<file path="src/rtl/gpx_pkg.sv">
// Package: register addresses and configuration bit positions shared by the
// I/O port blocks. Assumes byte-wide registers and a 4-bit address.
package gpx_pkg;
    localparam int ADR_W = 4;
    typedef logic [ADR_W-1:0] adr_t;

    localparam adr_t A_DIR   = 4'h0;
    localparam adr_t A_INV   = 4'h1;
    localparam adr_t A_IEN   = 4'h2;
    localparam adr_t A_REF   = 4'h3;
    localparam adr_t A_MODE  = 4'h4;
    localparam adr_t A_CFG   = 4'h5;
    localparam adr_t A_PUP   = 4'h6;
    localparam adr_t A_FLAG  = 4'h7;
    localparam adr_t A_CAP   = 4'h8;
    localparam adr_t A_PORT  = 4'h9;
    localparam adr_t A_LATCH = 4'hA;
    localparam adr_t A_LAST  = A_LATCH;

    localparam int CB_MIRROR  = 6;
    localparam int CB_SEQ_OFF = 5;
    localparam int CB_HWADR   = 3;
    localparam int CB_ODRAIN  = 2;
    localparam int CB_ACT_HI  = 1;
    localparam int CB_CLR_CAP = 0;
endpackage

</file>
<file path="src/rtl/gpx_sync.sv">
// Two-flop synchronizer for the raw pin levels.
// Assumes pins are asynchronous to clk; reset value is all zero.
module gpx_sync #(
    parameter int W = 8
) (
    input  logic         clk,
    input  logic         rst_n,
    input  logic [W-1:0] d,
    output logic [W-1:0] q
);
    logic [W-1:0] meta_q;

    // purpose: shift raw levels through two stages
    always_ff @(posedge clk) begin
        if (!rst_n) begin
            meta_q <= '0;
            q      <= '0;
        end else begin
            meta_q <= d;
            q      <= meta_q;
        end
    end
endmodule

</file>
<file path="src/rtl/gpx_regfile.sv">
// Register file: writable control registers, burst address pointer, read
// mux with registered read data, and the clear request for the interrupt.
// Assumes a write and a read in one cycle count as a single access.
module gpx_regfile
    import gpx_pkg::*;
#(
    parameter int DW = 8
) (
    input  logic          clk,
    input  logic          rst_n,
    input  adr_t          bus_addr,
    input  logic          bus_seq,
    input  logic          bus_wr,
    input  logic [DW-1:0] bus_wdata,
    input  logic          bus_rd,
    output logic [DW-1:0] bus_rdata,
    input  logic [DW-1:0] flag_i,
    input  logic [DW-1:0] cap_i,
    input  logic [DW-1:0] port_i,
    output logic [DW-1:0] dir_q,
    output logic [DW-1:0] inv_q,
    output logic [DW-1:0] ien_q,
    output logic [DW-1:0] ref_q,
    output logic [DW-1:0] mode_q,
    output logic [DW-1:0] cfg_q,
    output logic [DW-1:0] pup_q,
    output logic [DW-1:0] latch_q,
    output logic          clr_req
);
    adr_t          ptr_q;
    adr_t          eff;
    adr_t          ptr_nx;
    logic [DW-1:0] rd_mux;
    logic          access;

    // purpose: choose the supplied or the pointer address
    always_comb begin
        eff    = bus_seq ? ptr_q : bus_addr;
        access = bus_wr | bus_rd;
    end

    // purpose: next pointer value after an access
    always_comb begin
        if (eff > A_LAST)                ptr_nx = '0;
        else if (cfg_q[CB_SEQ_OFF])      ptr_nx = eff;
        else if (eff == A_LAST)          ptr_nx = '0;
        else                             ptr_nx = eff + adr_t'(1);
    end

    // purpose: update the control registers on writes
    always_ff @(posedge clk) begin
        if (!rst_n) begin
            dir_q   <= '1;
            inv_q   <= '0;
            ien_q   <= '0;
            ref_q   <= '0;
            mode_q  <= '0;
            cfg_q   <= '0;
            pup_q   <= '0;
            latch_q <= '0;
        end else if (bus_wr) begin
            case (eff)
                A_DIR:   dir_q   <= bus_wdata;
                A_INV:   inv_q   <= bus_wdata;
                A_IEN:   ien_q   <= bus_wdata;
                A_REF:   ref_q   <= bus_wdata;
                A_MODE:  mode_q  <= bus_wdata;
                A_CFG:   cfg_q   <= bus_wdata;
                A_PUP:   pup_q   <= bus_wdata;
                A_PORT,
                A_LATCH: latch_q <= bus_wdata;
                default: ;
            endcase
        end
    end

    // purpose: advance the burst pointer after every access
    always_ff @(posedge clk) begin
        if (!rst_n)       ptr_q <= '0;
        else if (access)  ptr_q <= ptr_nx;
    end

    // purpose: select the register to read
    always_comb begin
        case (eff)
            A_DIR:   rd_mux = dir_q;
            A_INV:   rd_mux = inv_q;
            A_IEN:   rd_mux = ien_q;
            A_REF:   rd_mux = ref_q;
            A_MODE:  rd_mux = mode_q;
            A_CFG:   rd_mux = cfg_q;
            A_PUP:   rd_mux = pup_q;
            A_FLAG:  rd_mux = flag_i;
            A_CAP:   rd_mux = cap_i;
            A_PORT:  rd_mux = port_i;
            A_LATCH: rd_mux = latch_q;
            default: rd_mux = '0;
        endcase
    end

    // purpose: register read data and hold it between reads
    always_ff @(posedge clk) begin
        if (!rst_n)      bus_rdata <= '0;
        else if (bus_rd) bus_rdata <= rd_mux;
    end

    // purpose: decide whether this read clears the pending event
    always_comb begin
        clr_req = bus_rd & (cfg_q[CB_CLR_CAP] ? (eff == A_CAP) : (eff == A_PORT));
    end

    p_rst_dir_r1: assert property (@(posedge clk) !rst_n |=> dir_q == '1);
    p_ptr_range_r10: assert property (@(posedge clk) disable iff (!rst_n)
        ptr_q <= A_LAST);
    p_seq_hold_r10: assert property (@(posedge clk) disable iff (!rst_n)
        (access && cfg_q[CB_SEQ_OFF] && eff <= A_LAST) |=> ptr_q == $past(eff));
endmodule

</file>
<file path="src/rtl/gpx_irq.sv">
// Interrupt-on-change engine: per-pin event detect in change or compare
// mode, one-hot flag of the lowest firing pin, port snapshot, clear, and
// the output driver. Assumes pin levels are already synchronized.
module gpx_irq
    import gpx_pkg::*;
#(
    parameter int DW = 8
) (
    input  logic          clk,
    input  logic          rst_n,
    input  logic [DW-1:0] lvl_i,
    input  logic [DW-1:0] inv_i,
    input  logic [DW-1:0] dir_i,
    input  logic [DW-1:0] ien_i,
    input  logic [DW-1:0] mode_i,
    input  logic [DW-1:0] ref_i,
    input  logic [DW-1:0] port_i,
    input  logic          clr_req,
    input  logic          odrain_i,
    input  logic          act_hi_i,
    output logic [DW-1:0] flag_q,
    output logic [DW-1:0] cap_q,
    output logic          irq_o,
    output logic          irq_oe
);
    logic [DW-1:0] val;
    logic [DW-1:0] prev_q;
    logic [DW-1:0] hit;
    logic [DW-1:0] first;
    logic          pend;

    // purpose: inverted level used by both compare modes
    always_comb val = lvl_i ^ inv_i;

    // purpose: remember last cycle's value for change detection
    always_ff @(posedge clk) begin
        if (!rst_n) prev_q <= '0;
        else        prev_q <= val;
    end

    // purpose: per-pin event condition
    for (genvar i = 0; i < DW; i++) begin : g_pin
        always_comb begin
            hit[i] = ien_i[i] & dir_i[i] &
                     (mode_i[i] ? (val[i] ^ ref_i[i]) : (val[i] ^ prev_q[i]));
        end
    end

    // purpose: isolate the lowest-numbered firing pin
    always_comb begin
        first = hit & (~hit + DW'(1));
        pend  = |flag_q;
    end

    // purpose: set, hold and clear the flag and snapshot
    always_ff @(posedge clk) begin
        if (!rst_n) begin
            flag_q <= '0;
            cap_q  <= '0;
        end else if (clr_req) begin
            flag_q <= '0;
        end else if (!pend && |hit) begin
            flag_q <= first;
            cap_q  <= port_i;
        end
    end

    // purpose: drive the interrupt line in the configured style
    always_comb begin
        if (odrain_i) begin
            irq_o  = 1'b0;
            irq_oe = pend;
        end else begin
            irq_o  = act_hi_i ? pend : ~pend;
            irq_oe = 1'b1;
        end
    end

    p_flag_onehot_r5: assert property (@(posedge clk) disable iff (!rst_n)
        $onehot0(flag_q));
    p_flag_hold_r6: assert property (@(posedge clk) disable iff (!rst_n)
        (pend && !clr_req) |=> flag_q == $past(flag_q));
    p_cap_hold_r6: assert property (@(posedge clk) disable iff (!rst_n)
        pend |=> $stable(cap_q));
    p_clear_r7: assert property (@(posedge clk) disable iff (!rst_n)
        clr_req |=> flag_q == '0);
    p_pushpull_r9: assert property (@(posedge clk) disable iff (!rst_n)
        !odrain_i |-> irq_oe);
endmodule

</file>
<file path="src/rtl/gpio_ioc_port.sv">
// Top: one I/O port with register bus and interrupt-on-change.
// Assumes DW >= 7 so every configuration bit exists.
module gpio_ioc_port
    import gpx_pkg::*;
#(
    parameter int DW = 8
) (
    input  logic             clk,
    input  logic             rst_n,
    input  logic [ADR_W-1:0] bus_addr,
    input  logic             bus_seq,
    input  logic             bus_wr,
    input  logic [DW-1:0]    bus_wdata,
    input  logic             bus_rd,
    output logic [DW-1:0]    bus_rdata,
    input  logic [DW-1:0]    pin_in,
    output logic [DW-1:0]    pin_out,
    output logic [DW-1:0]    pin_oe,
    output logic [DW-1:0]    pin_pu,
    output logic             irq_o,
    output logic             irq_oe
);
    logic [DW-1:0] lvl;
    logic [DW-1:0] dir_q, inv_q, ien_q, ref_q, mode_q, cfg_q, pup_q, latch_q;
    logic [DW-1:0] flag_q, cap_q, port_val;
    logic          clr_req;

    gpx_sync #(.W(DW)) u_sync (
        .clk(clk), .rst_n(rst_n), .d(pin_in), .q(lvl)
    );

    // purpose: port value seen by software and by the snapshot
    always_comb port_val = (dir_q & (lvl ^ inv_q)) | (~dir_q & latch_q);

    gpx_regfile #(.DW(DW)) u_regs (
        .clk(clk), .rst_n(rst_n), .bus_addr(bus_addr), .bus_seq(bus_seq),
        .bus_wr(bus_wr), .bus_wdata(bus_wdata), .bus_rd(bus_rd),
        .bus_rdata(bus_rdata), .flag_i(flag_q), .cap_i(cap_q),
        .port_i(port_val), .dir_q(dir_q), .inv_q(inv_q), .ien_q(ien_q),
        .ref_q(ref_q), .mode_q(mode_q), .cfg_q(cfg_q), .pup_q(pup_q),
        .latch_q(latch_q), .clr_req(clr_req)
    );

    gpx_irq #(.DW(DW)) u_irq (
        .clk(clk), .rst_n(rst_n), .lvl_i(lvl), .inv_i(inv_q), .dir_i(dir_q),
        .ien_i(ien_q), .mode_i(mode_q), .ref_i(ref_q), .port_i(port_val),
        .clr_req(clr_req), .odrain_i(cfg_q[CB_ODRAIN]),
        .act_hi_i(cfg_q[CB_ACT_HI]), .flag_q(flag_q), .cap_q(cap_q),
        .irq_o(irq_o), .irq_oe(irq_oe)
    );

    // purpose: pin drive outputs
    always_comb begin
        pin_out = latch_q;
        pin_oe  = ~dir_q;
        pin_pu  = pup_q;
    end

    p_oe_dir_r2: assert property (@(posedge clk) disable iff (!rst_n)
        (pin_oe & dir_q) == '0);
endmodule

</file>
<file path="config.mk">
export PLATFORM = sky130hd
export DESIGN_NAME = gpio_ioc_port
export DESIGN_NICKNAME = d
export VERILOG_FILES = /design/src/rtl/gpx_pkg.sv /design/src/rtl/gpx_sync.sv /design/src/rtl/gpx_regfile.sv /design/src/rtl/gpx_irq.sv /design/src/rtl/gpio_ioc_port.sv
export SDC_FILE = /design/constraint.sdc
export NUM_CORES = 1
export LEC_CHECK = 0
export BUFFER_PORTS_ARGS = -buffer_cell sky130_fd_sc_hd__buf_2
export CAP_MARGIN = 20
export CORE_MARGIN = 2
export CORE_UTILIZATION = 30
export DETAILED_ROUTE_END_ITERATION = 10
export PLACE_DENSITY = 0.46
export SKIP_LAST_GASP = 1
export SLEW_MARGIN = 20
export SYNTH_ARGS = -nofsm -noshare
export SYNTH_HDL_FRONTEND = slang
export SYNTH_SLANG_ARGS = --single-unit
</file>
<file path="constraint.sdc">
create_clock -name clk -period 2.4 [get_ports clk]
set_input_delay 0.12 -clock clk [delete_from_list [all_inputs] [get_ports clk]]
set_output_delay 0.12 -clock clk [all_outputs]
set_load 0.05 [all_outputs]
</file>
### After elaboration in Yosys (flattened, before gate mapping)

Cells that the tools add are included.

| storage, ports and cells | value |
|---|---|
| bits in registers | 116 |
| output and inout port bits | 34 |

| cells by class | value |
|---|---|
| muxes and demuxes | 17 |
| reduce and logical (&&, ||, !) cells | 16 |
| $lt $le $gt $ge | 1 |
| eq/ne operators | 10 |
| add/sub/neg operators | 2 |
| bitwise gates (word level) | 44 |

Operators with widths:

| cell | number |
|---|---|
| $pmux 8 s11 | 1 |
| $and 8x8->8 | 3 |
| $reduce_and 2->1 | 9 |
| $and 1x1->1 | 17 |
| $eq 4x3->1 const B | 4 |
| $mux 4 | 4 |
| $not 8->8 | 2 |
| $reduce_or 8->1 | 2 |
| $xor 1x1->1 | 16 |
| $eq 4x4->1 const B | 3 |
| $mux 1 | 12 |
| $add 8x1->8 const B | 1 |
| $eq 4x2->1 const B | 2 |
| $or 8x8->8 | 1 |
| $xor 8x8->8 | 1 |
| $add 4x1->4 const B | 1 |
| $eq 4x1->1 const B | 1 |
| $gt 4x4->1 const B | 1 |
| $logic_not 4->1 | 1 |
| $reduce_or 2->1 | 2 |
| $not 1->1 | 3 |
| $logic_and 1x1->1 | 1 |
| $logic_not 1->1 | 1 |
| $or 1x1->1 | 1 |

### Logic depth before layout (Yosys ltp)

Gate-level depths: netlist of the first run.

| logic depth | value |
|---|---|
| word-level depth | 7 |
| mapped depth | 9 |
| mapped depth without buffers | 6 |

### Modules after synthesis

Synthesis of the first run repeated with hierarchy kept, for this count alone.

| unflattened totals | value |
|---|---|
| cells, all modules | 608 |
| area, all modules | 5826.8 um^2 |

Modules (own cells, without submodules):

| module | cells an instance | times used | area each (um^2) |
|---|---|---|---|
| gpx_regfile | 417 | 1 | 4035.1 |
| gpx_irq | 126 | 1 | 1174.9 |
| gpx_sync | 33 | 1 | 446.7 |
| gpio_ioc_port | 32 | 1 | 170.2 |

### Worst setup path after synthesis of the first run

No wires, ideal clock.

| timing | value |
|---|---|
| path kind | register to register |
| from | register u_regs.ptr_q[2] |
| to | register u_regs.bus_rdata[2] |
| cell stages (with the launch flop) | 8 |
| period minus slack after synthesis | 1.852 ns |
| slack | 0.548 ns |
| required time | 2.283 ns |
| arrival time | 1.735 ns |
| buffers on the path | 1 |
| cells stage by stage | dfxtp_1 > and3b_4 > or2_2 > buf_4 > a22o_1 > a222oi_1 > o2111ai_1 > a22o_1 |

| between the ends | value |
|---|---|
| cells in the longest elaborated chain, start to end | 3 |

Ends and longest elaborated chain:

| element | RTL line | text |
|---|---|---|
| start, declared | gpx_regfile.sv:30 | `adr_t ptr_q;` |
| start signal, assigned | gpx_regfile.sv:80 | `else if (access) ptr_q <= ptr_nx;` |
| $mux 4 * | gpx_regfile.sv:38 | `eff = bus_seq ? ptr_q : bus_addr;` |
| $eq 4x4->1 (tied with other cells) | gpx_regfile.sv:85 | `case (eff)` |
| $pmux 8 s11 * | gpx_regfile.sv:85 |  |
| end signal, assigned | gpx_regfile.sv:104 | `else if (bus_rd) bus_rdata <= rd_mux;` |
| end, declared | gpx_regfile.sv:16 | `output logic [DW-1:0] bus_rdata,` |

Mark *: on every way between the ends. The rest lies on a longest branch, timed or not.
A chain may end at the register's enable or synchronous reset.

### Final worst setup path of the first run

| timing | value |
|---|---|
| from | register u_regs.ptr_q[1] |
| to | register u_regs.bus_rdata[0] |

Same word-level chain as after synthesis.

==> impl_metrics.ini, run 1 <==
[pwr]
p_int_w = 0.004032
clkPwrFrac = 0.498
power_frac_comb = 0.125
power.share.sequential = 0.378
switchingPower_w = 0.001379
leakage_nw = 3.011
p_per_area_nw_per_um2 = 780.4
ir_drop_mv = 0.4849
p_sw_frac = 0.2548

[routing]
drc = 0
avgViaCountPerCell = 5.168
wl_mm = 18.53
vias = 4749
avgRoutedWirePerCell_um = 20.17
postRouteAntennaNets = 0
drt_iter0_markers = 282
drtPass1Iterations = 7

[synth]
yosys_warnings = 0
synth_xor_area_frac = 0.02812
synthSimpleGateAreaFrac = 0.2212
synth_fp_nets = 625
ys_seq_area_frac = 0.4142
ys_ff_latch = 116
syn_area_per_cell_um2 = 9.344
synth_cell_types = 57
synth-edff-count = 0
ys.flop_type = dfxtp_1
postSynthCellCount = 600
synth_compound_area_frac = 0.1555
synth_top_family_by_area = simple AND/OR/NAND/NOR gates
ys_async_sr_fraction = 0
synthAdderAreaFrac = 0
netlist_area_um2 = 5607
synth.mux.area_fraction = 0.1386

[timing]
fmax_ghz = 0.4559
min_period_over_period = 0.9140
max_slew.worst_pin.slew_ns = 0.7514
setup_tns_ns = 0
setup_viol = 0
hold_viol = 0
rsz0062_at_grt = false
min_period_ns = 2.194
fin_ws_ns = 0.2065
fin_skew_ns = 0.01069
relSlewSlack = 0.4972
slew_viol_final = 0

[clocking]
cts_made_buffers = 17
cts_tree = yes
ctsHoldBuffers = 8
clock-root-buffer = clkbuf_16
clkTransAtPathRegs_ns = 0.05
cts.path.max_buffers = 2
clkLatencyLatePin_ns = 0.42
cts_max_level = 4
post_cts_buffers = 0
ctsResizeCount = 0
cts.sinks = 116

[critical_path]
slowest_stage = dfxtp_1
cp.required_ns = 2.69
r2r_start = u_regs.ptr_q[1]
cp_slowest_stage_delay_ns = 0.40
cp.arrival_ns = 2.48
cp-start-kind = register
path_common_cell = nor3_1
crit_chain = and3b_1 > or2_1 > buf_4 > a221oi_1 > nor3_1 > nor3_1 > o21ai_0
r2r-end = u_regs.bus_rdata[0]
reg2reg_depth = 7
worst-r2r-setup-slack_ns = 0.21
worstSetupEndpoint = u_regs.bus_rdata[0]
critPathMaxFanout = 6
critPathKind = register to register
crit_start = u_regs.ptr_q[1]
endpoint_kind = register

[layout]
multi_input_area_um2 = 3047
register_area_um2 = 2322
diodes = 0
num-nets-final = 702
fillerInstances = 1869
syn2layout_area_growth_pct = 23.68
drive_above_1_share = 0.2130
final_core_util = 0.3821

[placement]
dp_hpwl_mm = 13.32
place_ws_ns = 0.2264
gp_congestion = 0.8718
port-buffer-count = 58

[hold_path]
holdPathStages = 3
hold_path.class = input pin to register

[die]
initial_core_util = 0.3089
die_width_um = 140.7
core_area_um2 = 18150
die_area_um2 = 19800
die_y_um = 140.7
io_pins = 59
placementRows = 49

[global_routing]
grt_pass1_wl_mm = 28.54
antenna_found_initial = 0
grt.overflow.total = 0
grt_max_degree = 67
grt_use_total = 0.1916
grt_pass1_vias = 4721

[outcome]
status = complete, no violations

[job]
cap_violations = 0
[power groups by stage]
stage	sequential (W)	combinational (W)	clock, W
global route	0.00205	0.000722	0.00284
CTS	0.00204	0.000671	0.00275
floorplan	0.00211	0.000407	0
global placement	0.00208	0.000652	0
detailed placement	0.00208	0.000658	0
finish	0.00204	0.000674	0.00269
[cells in the final DEF, fill, tap and decap left out, drive strengths merged, types with 3 or more instances in the layout]
cell type,Yosys,final
clkinv,0,5
mux2,7,7
a32oi,4,4
o2111ai,3,3
dfxtp,116,116
xnor2,10,10
or2,8,8
nor3b,8,8
and3b,5,5
xor2,8,8
o211ai,10,10
nand3,15,15
mux2i,69,69
and3,5,5
a2111oi,3,3
a222oi,5,5
a21oi,8,8
nand2,48,48
and2,33,33
a221oi,8,8
a211oi,3,3
inv,9,9
bufinv,0,4
nor2b,58,58
dlygate4sd3,0,8
buf,16,91
o21a,4,4
a22oi,16,16
o21ai,22,22
nor2,26,26
a31oi,4,4
a22o,6,6
clkbuf,25,22
o22ai,7,7
nor3,11,11
[through the flow]
stage / cells / power (W) / hold WS (ns) / area [µm²]
after floorplan: 600 / 0.002514 / 0.2473 / 5607
after global placement: 879 / 0.002734 / 0.3284 / 6227
after detailed placement: 879 / 0.002742 / 0.3290 / 6227
after CTS: 919 / 0.005466 / 0.04034 / 6934
after global routing: 919 / 0.005613 / 0.06431 / 6934
final: 919 / 0.005411 / 0.05129 / 6934
[routing by layer]
| metal | vias to the layer above | global-route usage | share of wire |
|---|---|---|---|
| li1 | 2295 | - | - |
| met1 | 2286 | 0.2615 | 0.48 |
| met2 | 144 | 0.2911 | 0.44 |
| met3 | 24 | 0.05095 | 0.056 |
| met4 | 0 | 0.07105 | 0.025 |
| met5 | - | 0 | 0 |
[state kept, by name, summed over array words and instances, names as in the netlist]
register	flops
u_irq.prev_q	8
u_irq.flag_q	8
u_regs.ptr_q	4
u_sync.q	8
u_regs.inv_q	8
u_regs.bus_rdata	8
u_irq.cap_q	8
u_regs.ien_q	8
u_regs.dir_q	8
u_regs.latch_q	8
u_regs.pup_q	8
u_regs.ref_q	8
u_regs.cfg_q	8
u_regs.mode_q	8
u_sync.meta_q	8
[cell type report]
cell class                 instances  share of cell area
multi-input combinational        434              0.4394
sequential                       116              0.3349
timing repair buffer              99             0.08914
clock buffer                      22             0.06839
tap                              229             0.04132
clock inverter                    10             0.02201
inverter                           9            0.004872
[cells by family after synthesis]
kind of cell,count (synthesis)
simple gates,223
xor+xnor,18
compound gates,117
buf+inv,50
flops,116
mux,76
[critical path: cells and delay by family (launching register included)]
family	cells	cell delay, ns
flops	1	0.40
compound gates	2	0.52
simple gates	4	0.95
buf+inv	1	0.22
[worst min-delay path by stage]
stage	from	endpoint	slack, ns
6_report	bus_wdata[6]	u_regs.dir_q[6]	0.05
2_1_floorplan	pin_in[0]	u_sync.meta_q[0]	0.25
3_3_place_gp	pin_in[4]	u_sync.meta_q[4]	0.33
5_1_grt	bus_wdata[6]	u_regs.dir_q[6]	0.06
3_5_place_dp	pin_in[1]	u_sync.meta_q[1]	0.33
4_1_cts	bus_wdata[6]	u_regs.dir_q[6]	0.04
[synthesized netlist by cell type (all sizes together) (3+ instances only)]
library cell | instances | share of area
dfxtp | 116 | 0.41
xnor2 | 10 | 0.016
a222oi | 5 | 0.0089
nand2 | 48 | 0.032
nor3 | 11 | 0.0098
nand3 | 15 | 0.019
mux2i | 69 | 0.12
and3b | 5 | 0.0085
a211oi | 3 | 0.0040
xor2 | 8 | 0.012
nor3b | 8 | 0.011
clkbuf | 25 | 0.017
a2111oi | 3 | 0.0047
nor2b | 58 | 0.065
a221oi | 8 | 0.012
a31oi | 4 | 0.0045
a22o | 6 | 0.0094
o21a | 4 | 0.0054
and3 | 5 | 0.0056
nor2 | 26 | 0.017
a22oi | 16 | 0.021
buf | 16 | 0.020
a32oi | 4 | 0.0062
o2111ai | 3 | 0.0047
mux2 | 7 | 0.015
o21ai | 22 | 0.022
a21oi | 8 | 0.0078
inv | 9 | 0.0060
o22ai | 7 | 0.0078
and2 | 33 | 0.037
o211ai | 10 | 0.013
or2 | 8 | 0.0089
Power figures use the tool's default switching activity.
==> inputs of run 2 (changes only) <==
--- a/config.mk
+++ b/config.mk
@@ -11,6 +11,7 @@
 export CORE_UTILIZATION = 30
 export DETAILED_ROUTE_END_ITERATION = 10
 export PLACE_DENSITY = 0.46
+export SETUP_SLACK_MARGIN = 0.3
 export SKIP_LAST_GASP = 1
 export SLEW_MARGIN = 20
 export SYNTH_ARGS = -nofsm -noshare
==> run 2 against run 1 <==
Final area is 1.4% higher; combinational power is 3.3% higher; via count rose by 1.1%; flip-flop and latch count is the same; power increased by 0.58%; largest power group unchanged; highest routed layer unchanged.
==> impl_metrics.ini, run 2 (synthesis results as in run 1) <==
[outcome]
status = complete, no violations

[layout]
syn2layout_area_growth_pct = 25.46
final_common_cell = dfxtp_1
diodes = 0
layout_common_cells = dfxtp_1, mux2i_1, nor2b_1
fillerInstances = 1864
drive_above_1_share = 0.2348
design_area_um2 = 7034
num-nets-final = 702

[global_routing]
grt.overflow.total = 0
antenna_found_initial = 0
grt_max_degree = 67
grt_pass1_wl_mm = 28.60
grt_pass1_vias = 4717
grt_use_total = 0.1920

[routing]
met1_length_mm = 8.959
drt_iter0_markers = 323
avgRoutedWirePerCell_um = 20.35
route.met2.wl_mm = 8.324
vias = 4799
routed.top_layer = met4
drtPass1Iterations = 4
postRouteAntennaNets = 0
wl_mm = 18.70
avgViaCountPerCell = 5.222
drc = 0
wl_met3_mm = 1.028

[clocking]
cts_tree = yes
clock-root-buffer = clkbuf_16
post_cts_buffers = 0
cts_made_buffers = 17
cts_max_level = 4
clkLatencyLatePin_ns = 0.42
cts.path.max_buffers = 2
clkTransAtPathRegs_ns = 0.05
cts.sinks = 116

[critical_path]
cp-start-kind = register
worst-r2r-setup-slack_ns = 0.37
cp.arrival_ns = 2.32
critPathMaxFanout = 10
crit_start = u_regs.ptr_q[0]
r2r_start = u_regs.ptr_q[0]
crit_chain = and3b_1 > a21o_1 > a221oi_2 > nor3_1 > nor3_1 > o21ai_0
cp_slowest_stage_delay_ns = 0.44
critPathKind = register to register
cp.required_ns = 2.69
slowest_stage = a221oi_2
path_common_cell = nor3_1
endpoint_kind = register

[hold_path]
hold_path.class = input pin to register
hp-start = bus_wdata[6]

[timing]
fmax_ghz = 0.4919
setup_tns_ns = 0
slew_viol_final = 0
min_period_over_period = 0.8470
hold_viol = 0
setup_viol = 0
relSlewSlack = 0.5155
max_slew.worst_pin.slew_ns = 0.7252
rsz0062_at_grt = true
fin_skew_ns = 0.01012
min_period_ns = 2.033

[placement]
gp_congestion = 0.8718
port-buffer-count = 58
dpl_cell_area_um2 = 6227
dp_hpwl_mm = 13.32

[die]
die_area_um2 = 19800
die_y_um = 140.7
placementRows = 49
core_area_um2 = 18150
io_pins = 59
die_width_um = 140.7
initial_core_util = 0.3089

[pwr]
clkPwrFrac = 0.497
switchingPower_w = 0.001399
p_sw_frac = 0.2570
power.share.sequential = 0.376
power_frac_comb = 0.128
ir_drop_mv = 0.4893
p_int_w = 0.004044
p_per_area_nw_per_um2 = 773.7
leakage_nw = 3.045

[job]
cap_violations = 0
-- run 2: path summary, 6_finish.rpt --
check / to / cells past startpoint
max reg2reg: u_regs.bus_rdata[0] / 6
max: u_regs.bus_rdata[0] / 6
min reg2reg: u_sync.q[7] / 1
min: u_regs.dir_q[6] / 3
-- run 2: area by class of cell --
| cell class | instances | area, µm² | share of cell area |
|---|---|---|---|
| Clock inverter | 10 | 152.6 | 0.02170 |
| Clock buffer | 22 | 474.2 | 0.06741 |
| Timing Repair Buffer | 99 | 620.6 | 0.08822 |
| Multi-Input combinational cell | 434 | 3143 | 0.4468 |
| Tap cell | 229 | 286.5 | 0.04073 |
| Inverter | 9 | 33.78 | 0.004803 |
| Sequential cell | 116 | 2323 | 0.3303 |
-- run 2: per-layer routing --
metal / vias to the layer above / track usage
li1: 2296 / -
met3: 22 / 0.05401
met5: - / 0
met2: 145 / 0.2945
met1: 2336 / 0.2610
met4: 0 / 0.06316
-- run 2: power groups by stage --
stage	sequential (W)	combinational, W	clock, W
2_1_floorplan	0.00211	0.000407	0
5_1_grt	0.00205	0.000742	0.00284
6_report	0.00204	0.000696	0.00270
3_3_place_gp	0.00208	0.000652	0
4_1_cts	0.00204	0.000675	0.00275
3_5_place_dp	0.00208	0.000658	0
-- run 2: repair_timing --
| item | CTS | global route |
|---|---|---|
| endpoints found under the hold margin | 8 | 0 |
| setup endpoints to repair | 5 | 20 |
| pin swaps | 0 | 2 |
| resized for setup | 4 | 19 |
| hold buffers | 8 | 0 |
-- run 2: stage by stage --
step,power (W),hold WS (ns),std cells,setup slack (ns),util
6_report,0.005442,0.05269,919,0.3672,0.3876
3_3_place_gp,0.002734,0.3284,879,0.2642,0.3431
3_5_place_dp,0.002742,0.3290,879,0.2264,0.3431
2_1_floorplan,0.002514,0.2473,600,0.5478,-
4_1_cts,0.005470,0.04034,919,0.3013,0.3833
5_1_grt,0.005636,0.06327,919,0.2734,0.3876
-- run 2: worst max-delay path, delay by kind of cell (launching register included) --
family / cells / cell delay, ns
AND/OR/NAND/NOR: 3 / 0.57
flip-flops: 1 / 0.43
AO/OA/AOI/OAI: 3 / 0.91
